`src/rtl/opf_pkg.sv`:
```
package opf_pkg;
  localparam int MODE_W = 4;

  typedef enum logic [MODE_W-1:0] {
    AM_DIRECT   = 4'd0,
    AM_INDIRECT = 4'd1,
    AM_RELATIVE = 4'd2,
    AM_IMMED    = 4'd3,
    AM_INDEXED  = 4'd4,
    AM_REGISTER = 4'd5,
    AM_REGIND   = 4'd6,
    AM_POSTINC  = 4'd7,
    AM_PREDEC   = 4'd8
  } am_mode_e;

  typedef enum logic [0:0] {
    ST_IDLE  = 1'b0,
    ST_FETCH = 1'b1
  } opf_state_e;
endpackage

```
`src/rtl/opf_ea_calc.sv`:
```
module opf_ea_calc
  import opf_pkg::*;
#(
  parameter int W = 16
) (
  input  logic [MODE_W-1:0] mode_i,
  input  logic [W-1:0]      field_i,
  input  logic [W-1:0]      pc_i,
  input  logic [W-1:0]      xr_i,
  input  logic [W-1:0]      reg_i,
  output logic [W-1:0]      ea_o,
  output logic [W-1:0]      lit_o,
  output logic [W-1:0]      ptr_next_o,
  output logic              legal_o,
  output logic              uses_mem_o,
  output logic              two_step_o,
  output logic              pre_upd_o,
  output logic              post_upd_o
);
  localparam logic [W-1:0] ONE = {{(W-1){1'b0}}, 1'b1};

  always_comb begin
    ea_o       = field_i;
    lit_o      = field_i;
    ptr_next_o = reg_i;
    legal_o    = 1'b1;
    uses_mem_o = 1'b1;
    two_step_o = 1'b0;
    pre_upd_o  = 1'b0;
    post_upd_o = 1'b0;
    case (mode_i)
      AM_DIRECT:   ea_o = field_i;
      AM_INDIRECT: begin
        ea_o       = field_i;
        two_step_o = 1'b1;
      end
      AM_RELATIVE: ea_o = pc_i + field_i;
      AM_IMMED: begin
        uses_mem_o = 1'b0;
        lit_o      = field_i;
      end
      AM_INDEXED:  ea_o = field_i + xr_i;
      AM_REGISTER: begin
        uses_mem_o = 1'b0;
        lit_o      = reg_i;
      end
      AM_REGIND:   ea_o = reg_i;
      AM_POSTINC: begin
        ea_o       = reg_i;
        ptr_next_o = reg_i + ONE;
        post_upd_o = 1'b1;
      end
      AM_PREDEC: begin
        ea_o       = reg_i - ONE;
        ptr_next_o = reg_i - ONE;
        pre_upd_o  = 1'b1;
      end
      default: begin
        legal_o    = 1'b0;
        uses_mem_o = 1'b0;
      end
    endcase
  end
endmodule

```
`src/rtl/opf_ctrl.sv`:
```
module opf_ctrl
  import opf_pkg::*;
#(
  parameter int W = 16
) (
  input  logic         clk,
  input  logic         rst,
  input  logic         start_i,
  input  logic [W-1:0] ea_i,
  input  logic [W-1:0] lit_i,
  input  logic [W-1:0] ptr_next_i,
  input  logic         legal_i,
  input  logic         uses_mem_i,
  input  logic         two_step_i,
  input  logic         pre_upd_i,
  input  logic         post_upd_i,
  input  logic         mem_valid_i,
  input  logic [W-1:0] mem_rdata_i,
  output logic         mem_req_o,
  output logic [W-1:0] mem_addr_o,
  output logic         illegal_o,
  output logic         busy_o,
  output logic         ld_en_o,
  output logic [W-1:0] ld_val_o,
  output logic         upd_en_o,
  output logic [W-1:0] upd_val_o
);
  opf_state_e   state_q;
  logic         indir_q;
  logic         post_q;
  logic [W-1:0] ptr_q;
  logic         accept;
  logic         beat;

  assign accept = (state_q == ST_IDLE) && start_i;
  assign beat   = (state_q == ST_FETCH) && mem_req_o && mem_valid_i;
  assign busy_o = (state_q == ST_FETCH);

  always_comb begin
    ld_en_o   = 1'b0;
    ld_val_o  = mem_rdata_i;
    upd_en_o  = 1'b0;
    upd_val_o = ptr_q;
    if (accept && legal_i) begin
      if (!uses_mem_i) begin
        ld_en_o  = 1'b1;
        ld_val_o = lit_i;
      end
      if (pre_upd_i) begin
        upd_en_o  = 1'b1;
        upd_val_o = ptr_next_i;
      end
    end else if (beat && !indir_q) begin
      ld_en_o = 1'b1;
      if (post_q) upd_en_o = 1'b1;
    end
  end

  always_ff @(posedge clk) begin
    if (rst) begin
      state_q    <= ST_IDLE;
      mem_req_o  <= 1'b0;
      mem_addr_o <= '0;
      illegal_o  <= 1'b0;
      indir_q    <= 1'b0;
      post_q     <= 1'b0;
      ptr_q      <= '0;
    end else begin
      illegal_o <= 1'b0;
      if (accept) begin
        if (!legal_i) begin
          illegal_o <= 1'b1;
        end else if (uses_mem_i) begin
          state_q    <= ST_FETCH;
          mem_req_o  <= 1'b1;
          mem_addr_o <= ea_i;
          indir_q    <= two_step_i;
          post_q     <= post_upd_i;
          ptr_q      <= ptr_next_i;
        end
      end else if (beat) begin
        if (indir_q) begin
          mem_addr_o <= mem_rdata_i;
          indir_q    <= 1'b0;
        end else begin
          mem_req_o <= 1'b0;
          post_q    <= 1'b0;
          state_q   <= ST_IDLE;
        end
      end
    end
  end

  p_req_hold_r10: assert property (@(posedge clk) disable iff (rst)
    (mem_req_o && !mem_valid_i) |=> (mem_req_o && $stable(mem_addr_o)));

  p_req_follows_start_r10: assert property (@(posedge clk) disable iff (rst)
    (accept && legal_i && uses_mem_i) |=> (mem_req_o && mem_addr_o == $past(ea_i)));

  p_illegal_no_req_r11: assert property (@(posedge clk) disable iff (rst)
    (accept && !legal_i) |=> (illegal_o && !mem_req_o));

  p_req_only_busy_r10: assert property (@(posedge clk) disable iff (rst)
    mem_req_o |-> busy_o);
endmodule

```
`src/rtl/opf_wb.sv`:
```
module opf_wb #(
  parameter int W = 16
) (
  input  logic         clk,
  input  logic         rst,
  input  logic         ld_en_i,
  input  logic [W-1:0] ld_val_i,
  input  logic         upd_en_i,
  input  logic [W-1:0] upd_val_i,
  output logic [W-1:0] acc_o,
  output logic         done_o,
  output logic         reg_we_o,
  output logic [W-1:0] reg_wdata_o
);
  always_ff @(posedge clk) begin
    if (rst) begin
      acc_o       <= '0;
      done_o      <= 1'b0;
      reg_we_o    <= 1'b0;
      reg_wdata_o <= '0;
    end else begin
      done_o   <= ld_en_i;
      reg_we_o <= upd_en_i;
      if (ld_en_i)  acc_o       <= ld_val_i;
      if (upd_en_i) reg_wdata_o <= upd_val_i;
    end
  end

  p_acc_moves_with_done_r12: assert property (@(posedge clk) disable iff (rst)
    !$stable(acc_o) |-> done_o);

  p_load_gives_done_r12: assert property (@(posedge clk) disable iff (rst)
    ld_en_i |=> (done_o && acc_o == $past(ld_val_i)));
endmodule

```
`src/rtl/opf_unit.sv`:
```
module opf_unit
  import opf_pkg::*;
#(
  parameter int W = 16
) (
  input  logic              clk,
  input  logic              rst,
  input  logic              start_i,
  input  logic [MODE_W-1:0] mode_i,
  input  logic [W-1:0]      field_i,
  input  logic [W-1:0]      pc_i,
  input  logic [W-1:0]      xr_i,
  input  logic [W-1:0]      reg_i,
  output logic              mem_req_o,
  output logic [W-1:0]      mem_addr_o,
  input  logic              mem_valid_i,
  input  logic [W-1:0]      mem_rdata_i,
  output logic [W-1:0]      acc_o,
  output logic              done_o,
  output logic              illegal_o,
  output logic              reg_we_o,
  output logic [W-1:0]      reg_wdata_o
);
  logic [W-1:0] ea, lit, ptr_next, ld_val, upd_val;
  logic         legal, uses_mem, two_step, pre_upd, post_upd;
  logic         busy, ld_en, upd_en;

  opf_ea_calc #(.W(W)) u_ea (
    .mode_i     (mode_i),
    .field_i    (field_i),
    .pc_i       (pc_i),
    .xr_i       (xr_i),
    .reg_i      (reg_i),
    .ea_o       (ea),
    .lit_o      (lit),
    .ptr_next_o (ptr_next),
    .legal_o    (legal),
    .uses_mem_o (uses_mem),
    .two_step_o (two_step),
    .pre_upd_o  (pre_upd),
    .post_upd_o (post_upd)
  );

  opf_ctrl #(.W(W)) u_ctrl (
    .clk         (clk),
    .rst         (rst),
    .start_i     (start_i),
    .ea_i        (ea),
    .lit_i       (lit),
    .ptr_next_i  (ptr_next),
    .legal_i     (legal),
    .uses_mem_i  (uses_mem),
    .two_step_i  (two_step),
    .pre_upd_i   (pre_upd),
    .post_upd_i  (post_upd),
    .mem_valid_i (mem_valid_i),
    .mem_rdata_i (mem_rdata_i),
    .mem_req_o   (mem_req_o),
    .mem_addr_o  (mem_addr_o),
    .illegal_o   (illegal_o),
    .busy_o      (busy),
    .ld_en_o     (ld_en),
    .ld_val_o    (ld_val),
    .upd_en_o    (upd_en),
    .upd_val_o   (upd_val)
  );

  opf_wb #(.W(W)) u_wb (
    .clk         (clk),
    .rst         (rst),
    .ld_en_i     (ld_en),
    .ld_val_i    (ld_val),
    .upd_en_i    (upd_en),
    .upd_val_i   (upd_val),
    .acc_o       (acc_o),
    .done_o      (done_o),
    .reg_we_o    (reg_we_o),
    .reg_wdata_o (reg_wdata_o)
  );

  p_done_pulse_r12: assert property (@(posedge clk) disable iff (rst)
    done_o |=> !done_o);

  p_illegal_quiet_r11: assert property (@(posedge clk) disable iff (rst)
    illegal_o |-> (!done_o && !mem_req_o && !reg_we_o));

  p_immediate_r4: assert property (@(posedge clk) disable iff (rst)
    (start_i && !busy && mode_i == AM_IMMED) |=>
      (done_o && !mem_req_o && acc_o == $past(field_i)));

  p_predec_addr_r9: assert property (@(posedge clk) disable iff (rst)
    (reg_we_o && mem_req_o) |-> (mem_addr_o == reg_wdata_o));

  p_postinc_at_done_r8: assert property (@(posedge clk) disable iff (rst)
    (reg_we_o && !mem_req_o) |-> done_o);
endmodule

```
`config.mk`:
```
export PLATFORM = sky130hd
export DESIGN_NAME = opf_unit
export DESIGN_NICKNAME = d
export VERILOG_FILES = /design/src/rtl/opf_pkg.sv /design/src/rtl/opf_ea_calc.sv /design/src/rtl/opf_ctrl.sv /design/src/rtl/opf_wb.sv /design/src/rtl/opf_unit.sv
export SDC_FILE = /design/constraint.sdc
export NUM_CORES = 1
export LEC_CHECK = 0
export BUFFER_PORTS_ARGS = -buffer_cell sky130_fd_sc_hd__buf_2
export CORE_UTILIZATION = 52
export CTS_CLUSTER_SIZE = 20
export DETAILED_ROUTE_END_ITERATION = 6
export PLACE_DENSITY_LB_ADDON = 0.12
export SLEW_MARGIN = 20
export SYNTH_ARGS = -nofsm -noshare
export SYNTH_HDL_FRONTEND = slang
export SYNTH_HIERARCHICAL = 1
export SYNTH_SLANG_ARGS = --single-unit
```
`constraint.sdc`:
```
create_clock -name clk -period 5.3 [get_ports clk]
set_clock_uncertainty 0.05 [all_clocks]
set_input_delay 0.795 -clock clk [delete_from_list [all_inputs] [get_ports clk]]
set_output_delay 0.795 -clock clk [all_outputs]
set_load 0.01 [all_outputs]
```
==> impl.org, run 1 <==
** Status
- The run finished with clean final reports.

** Synthesis
- FFs w/ async S/R, synth :: 0
- Post-Synthesis Cell Area :: 5430 µm²
- The Yosys step of the flow raised 6 warnings.
- Synthesized instance count :: 652
- Net Count, Synth :: 761
- In this run, synthesis produced a sequential element count of 70.
- Among all flip-flop cells after synthesis, the most frequent one is sky130_fd_sc_hd__dfxtp_1.
- Ranking of synthesized cells by area :: sky130_fd_sc_hd__dfxtp_1 26%, sky130_fd_sc_hd__mux2_2 13%, sky130_fd_sc_hd__nand2_1 6.7%, sky130_fd_sc_hd__mux2i_1 6.1%, sky130_fd_sc_hd__ha_1 4.6%
- Share of the yosys chip area belonging to registers :: 0.258
- Share of the synthesized area in the top cell type :: 0.258
- A synthesized cell averages 8.33 µm².
- The synthesized design contains 0 enable-type register cells.
- Library cell with the highest instance count after synthesis :: sky130_fd_sc_hd__nand2_1
- Summed over all instances, the cell type with the most area after synthesis is sky130_fd_sc_hd__dfxtp_1.
- Counting distinct cell types in the post-synthesis netlist gives 72.
- The commonest cells after synthesis are 97 x sky130_fd_sc_hd__nand2_1, 70 x sky130_fd_sc_hd__dfxtp_1, 63 x sky130_fd_sc_hd__mux2_2, 58 x sky130_fd_sc_hd__nor2_1, 39 x sky130_fd_sc_hd__a21oi_1.

** Clock network
- Counting the buffers created by CTS gives 9.
- In this run the deepest clock path goes through 2 buffers.
- The cell sitting at the root of the clock tree is a sky130_fd_sc_hd__clkbuf_8.
- The clock drives 70 sinks.
- # resized after CTS :: 0
- In this run the number of H-tree levels came out at 3.
- Number of post-CTS setup repair buffers :: 0
- Clock insertion delay at the later pin of the skew report :: 350 ps
- After clock tree synthesis, the clock-pin slew on the worst setup and hold paths is 80 ps.
- CTS tree :: built
- For this design, the CTS-stage hold fixing added 0 buffers.

** Routing
- Drt drc :: 0
- 1st-pass router iterations :: 5
- The highest metal layer carrying signal wires in the routed design is met4.
- For this block, the routed nets add up to 16.8 mm of wire.
- The detail route stage leaves a number of antenna-violating nets equal to 0.
- Routed len/inst :: 18.7 µm
- After detailed routing, the number of vias per cell comes to 5.96.
- The routed design uses 7.74 mm of met2 wire.
- In the detailed route, the total length drawn on met3 is 1.29 mm.
- Initial drt markers :: 403
- The routed layout has 5339 vias.
- Met1 wire length :: 7.47 mm

** Global route
- Number of antenna violations at the first check in global routing :: 0
- Total overflow reported by the global router :: 0
- The via count of the first global-routing pass is 4949.
- GRT Total Usage :: 0.309
- Entering global routing, the biggest net connects 71 pins.
- The first global-routing pass estimated 26.4 mm of wire.

** Cells and area
- Inserted Diodes :: 0
- Post-Layout Inst Area :: 6290 µm²
- Post-synthesis to final-layout area growth :: 15.8%
- Share of cells above drive strength 1 :: 0.324
- Layout Nets :: 867

** Placement
- Summing all placed instances gives a cell area of 6030 µm².
- Summed over all nets, the half-perimeter wirelength after detailed placement is 12.9 mm.
- During placement, the flow inserted port buffers numbering 139.
- Final GP Congestion :: 0.936

** STA
- Endpoints failing hold :: 0
- Relative slew slack :: 0.294
- Setup repair after global routing left no endpoint under its margin.
- Final Setup Violations :: 0
- Top achievable clock speed :: 0.229 GHz
- Transition at the pin with the smallest max-transition slack :: 1060 ps
- In the finished design, the share of the clock period the worst path needs comes to 0.824.
- Subtracting the final worst setup slack from the clock period gives 4370 ps.
- The final count of pins violating max slew was 0.
- For the final routed database, the setup TNS stands at 0 ps.

** Critical path
- Along the worst path, the maximum fanout reaches 10.
- For the worst setup path, the data required time is 5510 ps.
- In this run the register-to-register setup slack is 2320 ps.
- Data arrives at the worst endpoint at 4580 ps.
- Critical Path Start Type :: input port
- Category of the critical setup timing path :: in2reg
- Crit end category :: register

** Power and ir drop
- VDD sags by at most 0.142 mV.
- Power density over the cells :: 238 nW/µm²
- Static leakage :: 0.00266 µW

** Floorplanning
- Number of rows created at floorplan :: 36
- Count of boundary I/O pins :: 140
- The core region is 9950 µm².
- The die is 104 µm tall.
- The floorplan step defined a die boundary enclosing 10900 µm².
- Overall die width :: 104 µm
- Starting utilization of the core area :: 0.546

** Job
- Maxcap violations :: 0

** Worst hold path
- Worst min-delay path class :: reg2reg
[report_power, final]
group | leakage (µW) | switching [µW] | internal (µW) | total (µW)
Sequential | 0.000569 | 12.3 | 548 | 560
Combinational | 0.00197 | 231 | 167 | 398
Clock | 0.000124 | 221 | 315 | 536
[final timing paths]
path	from	to	depth (start not counted)
max	mode_i[2]	u_ctrl/mem_addr_o[13]	14
min	u_ctrl/ptr_q[9]	u_ctrl/ptr_q[9]	2
max reg2reg	u_ctrl/busy_o	u_wb/acc_o[12]	6
min reg2reg	u_ctrl/ptr_q[9]	u_ctrl/ptr_q[9]	2
[worst max-delay path, stage by stage]
cell	delay [ps]
sky130_fd_sc_hd__buf_2	150
sky130_fd_sc_hd__nor2b_1	220
sky130_fd_sc_hd__nor3b_2	640
sky130_fd_sc_hd__buf_4	310
sky130_fd_sc_hd__mux2_2	340
sky130_fd_sc_hd__ha_1	250
sky130_fd_sc_hd__a2111oi_0	370
sky130_fd_sc_hd__o21ai_0	230
sky130_fd_sc_hd__a211oi_1	460
sky130_fd_sc_hd__o21ai_0	210
sky130_fd_sc_hd__xnor2_1	150
sky130_fd_sc_hd__o21ai_1	130
sky130_fd_sc_hd__nand2_1	80
sky130_fd_sc_hd__a311oi_2	240
[registers in the layout, summed over array words and instances, names as in the netlist]
name,count
u_ctrl/mem_addr_o,16
u_ctrl/ptr_q,16
u_wb/acc_o,16
u_wb/reg_wdata_o,16
u_ctrl/busy_o,1
u_ctrl/illegal_o,1
u_ctrl/indir_q,1
u_ctrl/post_q,1
u_wb/done_o,1
u_wb/reg_we_o,1
[placed cells by master, fill, tap and decap left out, types with 3 or more instances in the layout]
cell type | synthesis | routed
sky130_fd_sc_hd__a21o_1 | 4 | 4
sky130_fd_sc_hd__a311oi_2 | 10 | 10
sky130_fd_sc_hd__xnor2_1 | 14 | 14
sky130_fd_sc_hd__a21oi_1 | 39 | 39
sky130_fd_sc_hd__a211oi_1 | 5 | 5
sky130_fd_sc_hd__nor3_1 | 26 | 26
sky130_fd_sc_hd__a311oi_1 | 7 | 7
sky130_fd_sc_hd__a221o_1 | 3 | 3
sky130_fd_sc_hd__nand2_1 | 97 | 97
sky130_fd_sc_hd__mux2_2 | 63 | 63
sky130_fd_sc_hd__ha_1 | 20 | 20
sky130_fd_sc_hd__a221oi_1 | 4 | 4
sky130_fd_sc_hd__o211ai_1 | 4 | 4
sky130_fd_sc_hd__o21ai_0 | 32 | 31
sky130_fd_sc_hd__a22oi_1 | 3 | 3
sky130_fd_sc_hd__nor2_1 | 58 | 58
sky130_fd_sc_hd__nor2b_1 | 4 | 4
sky130_fd_sc_hd__xor2_1 | 21 | 21
sky130_fd_sc_hd__bufinv_16 | 0 | 3
sky130_fd_sc_hd__and3_1 | 4 | 4
sky130_fd_sc_hd__nor4_1 | 6 | 6
sky130_fd_sc_hd__inv_1 | 8 | 8
sky130_fd_sc_hd__buf_4 | 2 | 6
sky130_fd_sc_hd__dfxtp_1 | 70 | 70
sky130_fd_sc_hd__a222oi_1 | 3 | 3
sky130_fd_sc_hd__a31oi_1 | 5 | 5
sky130_fd_sc_hd__mux2i_1 | 33 | 33
sky130_fd_sc_hd__buf_2 | 13 | 139
sky130_fd_sc_hd__clkbuf_8 | 0 | 9
sky130_fd_sc_hd__nand2b_1 | 4 | 4
sky130_fd_sc_hd__o21a_1 | 4 | 4
sky130_fd_sc_hd__nand3_1 | 9 | 9
[cell type report]
cell class                      count  area, µm²
Multi-Input combinational cell    523       3700
Sequential cell                    70       1400
Tap cell                          133        166
Clock inverter                      7        121
Inverter                            9       33.8
Timing Repair Buffer              145        741
Clock buffer                        9        124
Fill cell                         929       3670
[through the flow]
| step | setup slack [ps] | util | total power, µW | hold slack (ps) | cells |
|---|---|---|---|---|---|
| 2_1_floorplan | 1150 | - | 843 | 383 | 652 |
| 3_3_place_gp | 758 | 0.606 | 960 | 389 | 880 |
| 3_5_place_dp | 666 | 0.606 | 964 | 397 | 880 |
| 4_1_cts | 986 | 0.631 | 1500 | 407 | 896 |
| 5_1_grt | 700 | 0.631 | 1570 | 431 | 896 |
| 6_report | 932 | 0.631 | 1490 | 406 | 896 |
[logic make-up (layout without fill, tap and decap cells)]
kind of cell	Yosys count	after routing	synth area share
AND/OR/NAND/NOR	232	232	0.199
AO/OA/AOI/OAI	138	138	0.180
multiplexers	96	96	0.191
flip-flops	70	70	0.258
buffers and inverters	59	170	0.0629
XOR/XNOR	35	35	0.0565
adder cells (fa/ha/maj)	22	22	0.0516
[layer usage]
layer | up-vias | global-route usage
met5 | - | 0
met4 | 0 | 0.0878
met3 | 24 | 0.0570
met2 | 259 | 0.504
met1 | 2506 | 0.415
li1 | 2550 | -
(Power assumes the default switching activity.)
==> inputs of run 2 (changes only) <==
--- a/config.mk
+++ b/config.mk
@@ -6,7 +6,7 @@
 export NUM_CORES = 1
 export LEC_CHECK = 0
 export BUFFER_PORTS_ARGS = -buffer_cell sky130_fd_sc_hd__buf_2
-export CORE_UTILIZATION = 52
+export CORE_UTILIZATION = 49
 export CTS_CLUSTER_SIZE = 20
 export DETAILED_ROUTE_END_ITERATION = 6
 export PLACE_DENSITY_LB_ADDON = 0.12
==> constraint.sdc (replaced) <==
create_clock -name clk -period 3.65 [get_ports clk]
set_clock_uncertainty 0.05 [all_clocks]
set_input_delay 0.5475 -clock clk [delete_from_list [all_inputs] [get_ports clk]]
set_output_delay 0.5475 -clock clk [all_outputs]
set_load 0.01 [all_outputs]
==> run 2 against run 1 <==
Effect of this change: flip-flop and latch count is the same; largest power group unchanged; hold slack barely moved; wire length shrank 2.3%; combinational power up 50%; non-clock buffer count up 23.
==> impl.org, run 2 (same netlist as run 1, synthesis figures left out) <==
** Status
- Outcome :: complete, no violations

** Routing
- Routed vias :: 5386
- The first detailed-routing pass took 6 iterations.
- Drt drc :: 0
- Dividing the detail-routed wire length by the instance count gives 17.7 µm.
- Via density per instance :: 5.81
- The count of nets left with antenna violations once routing finished came out at 0.
- Wires add up to 16.4 mm.
- Initial drt markers :: 326

** STA
- Endpoints failing hold :: 0
- The worst pin sits at a relative slew slack of 0.258.
- Setup repair after global routing missed its margin :: no
- The final count of pins violating max slew was 0.
- For the finished layout, the period the worst path requires is 3420 ps.
- Transition at the pin with the smallest max-transition slack :: 1110 ps
- Summed over all failing endpoints, the final setup total negative slack is 0 ps.
- Share of the clock period used by the worst path :: 0.938
- After layout, the worst setup slack is 228 ps.
- Final Setup Violations :: 0
- Top achievable clock speed :: 0.292 GHz

** Clock network
- Clock transition time at the flip-flop clock pins of the worst setup and hold paths :: 70 ps
- Number of buffers added to fix hold violations after cts :: 0
- Number of clock sinks :: 70
- No sink is reached through more buffers than the 2 on the longest clock path.
- Number of clock buffers inserted by TritonCTS :: 9
- H-tree levels :: 3
- CTS tree :: built
- CTS placed an instance of sky130_fd_sc_hd__clkbuf_8 at the clock tree root.
- For the worst-skew pair, the clock arrives at the later sink with an insertion delay of 360 ps.

** Power and ir drop
- For this design the static power due to leakage is 0.00276 µW.
- VDD sags by at most 0.243 mV.
- The design draws 2040 µW.
- In this run the power density over the cells is 318 nW/µm².

** Critical path
- Required time of the critical path :: 3870 ps
- Arrival time worst endpoint :: 3640 ps
- Of all nets on the critical path, the largest fanout is 5.
- Category of the critical setup timing path :: in2reg
- STA classifies the critical path endpoint as a register.
- Critical Path Start Type :: input port

** Floorplanning
- Die area :: 11500 µm²
- The core region is 10800 µm².
- DIE HEIGHT :: 107 µm
- 140 I/O pins were placed.
- Overall die width :: 107 µm
- Starting utilization of the core area :: 0.501
- The floorplan has 38 rows.

** Placement
- Timing analysis after detailed placement gives a worst setup slack of -89.3 ps.
- Post-detailed-placement half-perimeter wirelength :: 12.8 mm
- Final GP Congestion :: 0.926
- Count of port buffers added during placement :: 139

** Cells and area
- Final design utilization :: 0.594
- The top cell types in the final layout, fill and taps aside, are 139 x sky130_fd_sc_hd__buf_2, 97 x sky130_fd_sc_hd__nand2_1, 70 x sky130_fd_sc_hd__dfxtp_1, 63 x sky130_fd_sc_hd__mux2_2, 58 x sky130_fd_sc_hd__nor2_1.
- The library cell used most frequently in the layout, excluding fill and tap cells, is sky130_fd_sc_hd__buf_2.
- For this run, the post-layout net count is 890.
- Storage cell area :: 1400 µm²
- The multi-input combinational cells in the finished layout cover a total of 3710 µm².
- The area growth from synthesis to layout is 18.5%.
- Of the cells placed in the final design, the portion with a size suffix greater than 1 is 0.347.
- Counting the fill cells in the layout gives 1034.

** Global route
- The first global-routing pass estimated 25.2 mm of wire.
- The via count of the first global-routing pass came to 5044.
- The initial antenna violation count is 1.
- Total overflow reported by the global router :: 0
- For this run, the total global-route usage over all layers was measured as 0.285.
- Entering global routing, the biggest net connects 39 pins.

** Worst hold path
- The min-delay analysis places its worst path in the category reg2reg.

** Job
- The tool flagged a number of max-cap violations equal to 0.
-- run 2: changes by cell type in the layout (fill, tap and decap cells not counted), sizes merged --
cell      previous run  this run
buf                145       168
clkinv               4         5
clkinvlp             0         1
diode                0         1
bufinv               3         1
-- run 2: worst paths after layout --
| path | startpoint | endpoint | slack (ps) | cells past startpoint |
|---|---|---|---|---|
| max | mode_i[2] | u_ctrl/mem_addr_o[12] | 230 | 14 |
| min | u_ctrl/ptr_q[6] | u_ctrl/ptr_q[6] | 410 | 2 |
| max reg2reg | u_ctrl/busy_o | u_wb/acc_o[4] | 1240 | 7 |
| min reg2reg | u_ctrl/ptr_q[6] | u_ctrl/ptr_q[6] | 410 | 2 |
-- run 2: layer usage --
metal / GRT usage / wire length [µm] / vias to the layer above
li1: - / - / 2608
met1: 0.349 / 6910 / 2550
met2: 0.493 / 8030 / 194
met3: 0.0466 / 917 / 34
met4: 0.122 / 550 / 0
met5: 0 / 0 / -
-- run 2: final cells by class --
| cell class | count | area share |
|---|---|---|
| inverters | 9 | 0.00525 |
| clock buffers | 9 | 0.0192 |
| well taps | 140 | 0.0272 |
| diodes | 1 | 0.000389 |
| repair buffers | 168 | 0.142 |
| clock inverters | 7 | 0.0115 |
| flip-flops and latches | 70 | 0.218 |
| multi-input cells | 523 | 0.577 |
-- run 2: power by group --
| group | total (µW) | switching, µW | internal, µW |
|---|---|---|---|
| clock network | 632 | 315 | 317 |
| registers | 812 | 16.7 | 796 |
| logic | 598 | 338 | 261 |
| total | 2040 | 669 | 1370 |
-- run 2: per-stage QoR --
step           std cells  hold slack, ps  instance area [µm²]
2_1_floorplan        652             383                 5450
3_3_place_gp         910             388                 6230
3_5_place_dp         910             397                 6230
4_1_cts              926             408                 6430
5_1_grt              927             429                 6430
6_report             927             406                 6430
-- run 2: critical path, stage by stage --
cell and delay (ps):
sky130_fd_sc_hd__buf_2 90, sky130_fd_sc_hd__nor2b_2 150, sky130_fd_sc_hd__nor3b_4 310, sky130_fd_sc_hd__buf_4 180, sky130_fd_sc_hd__mux2_2 340, sky130_fd_sc_hd__ha_1 310
sky130_fd_sc_hd__a21oi_1 90, sky130_fd_sc_hd__a21oi_1 300, sky130_fd_sc_hd__nor4_2 80, sky130_fd_sc_hd__o41ai_1 470, sky130_fd_sc_hd__xnor2_1 100, sky130_fd_sc_hd__o21ai_0 300
sky130_fd_sc_hd__nand2_1 110, sky130_fd_sc_hd__a311oi_2 250
-- run 2: repair_timing --
action	in CTS	in global routing
setup endpoints to repair	0	1
setup buffers	0	0
resized for setup	0	1
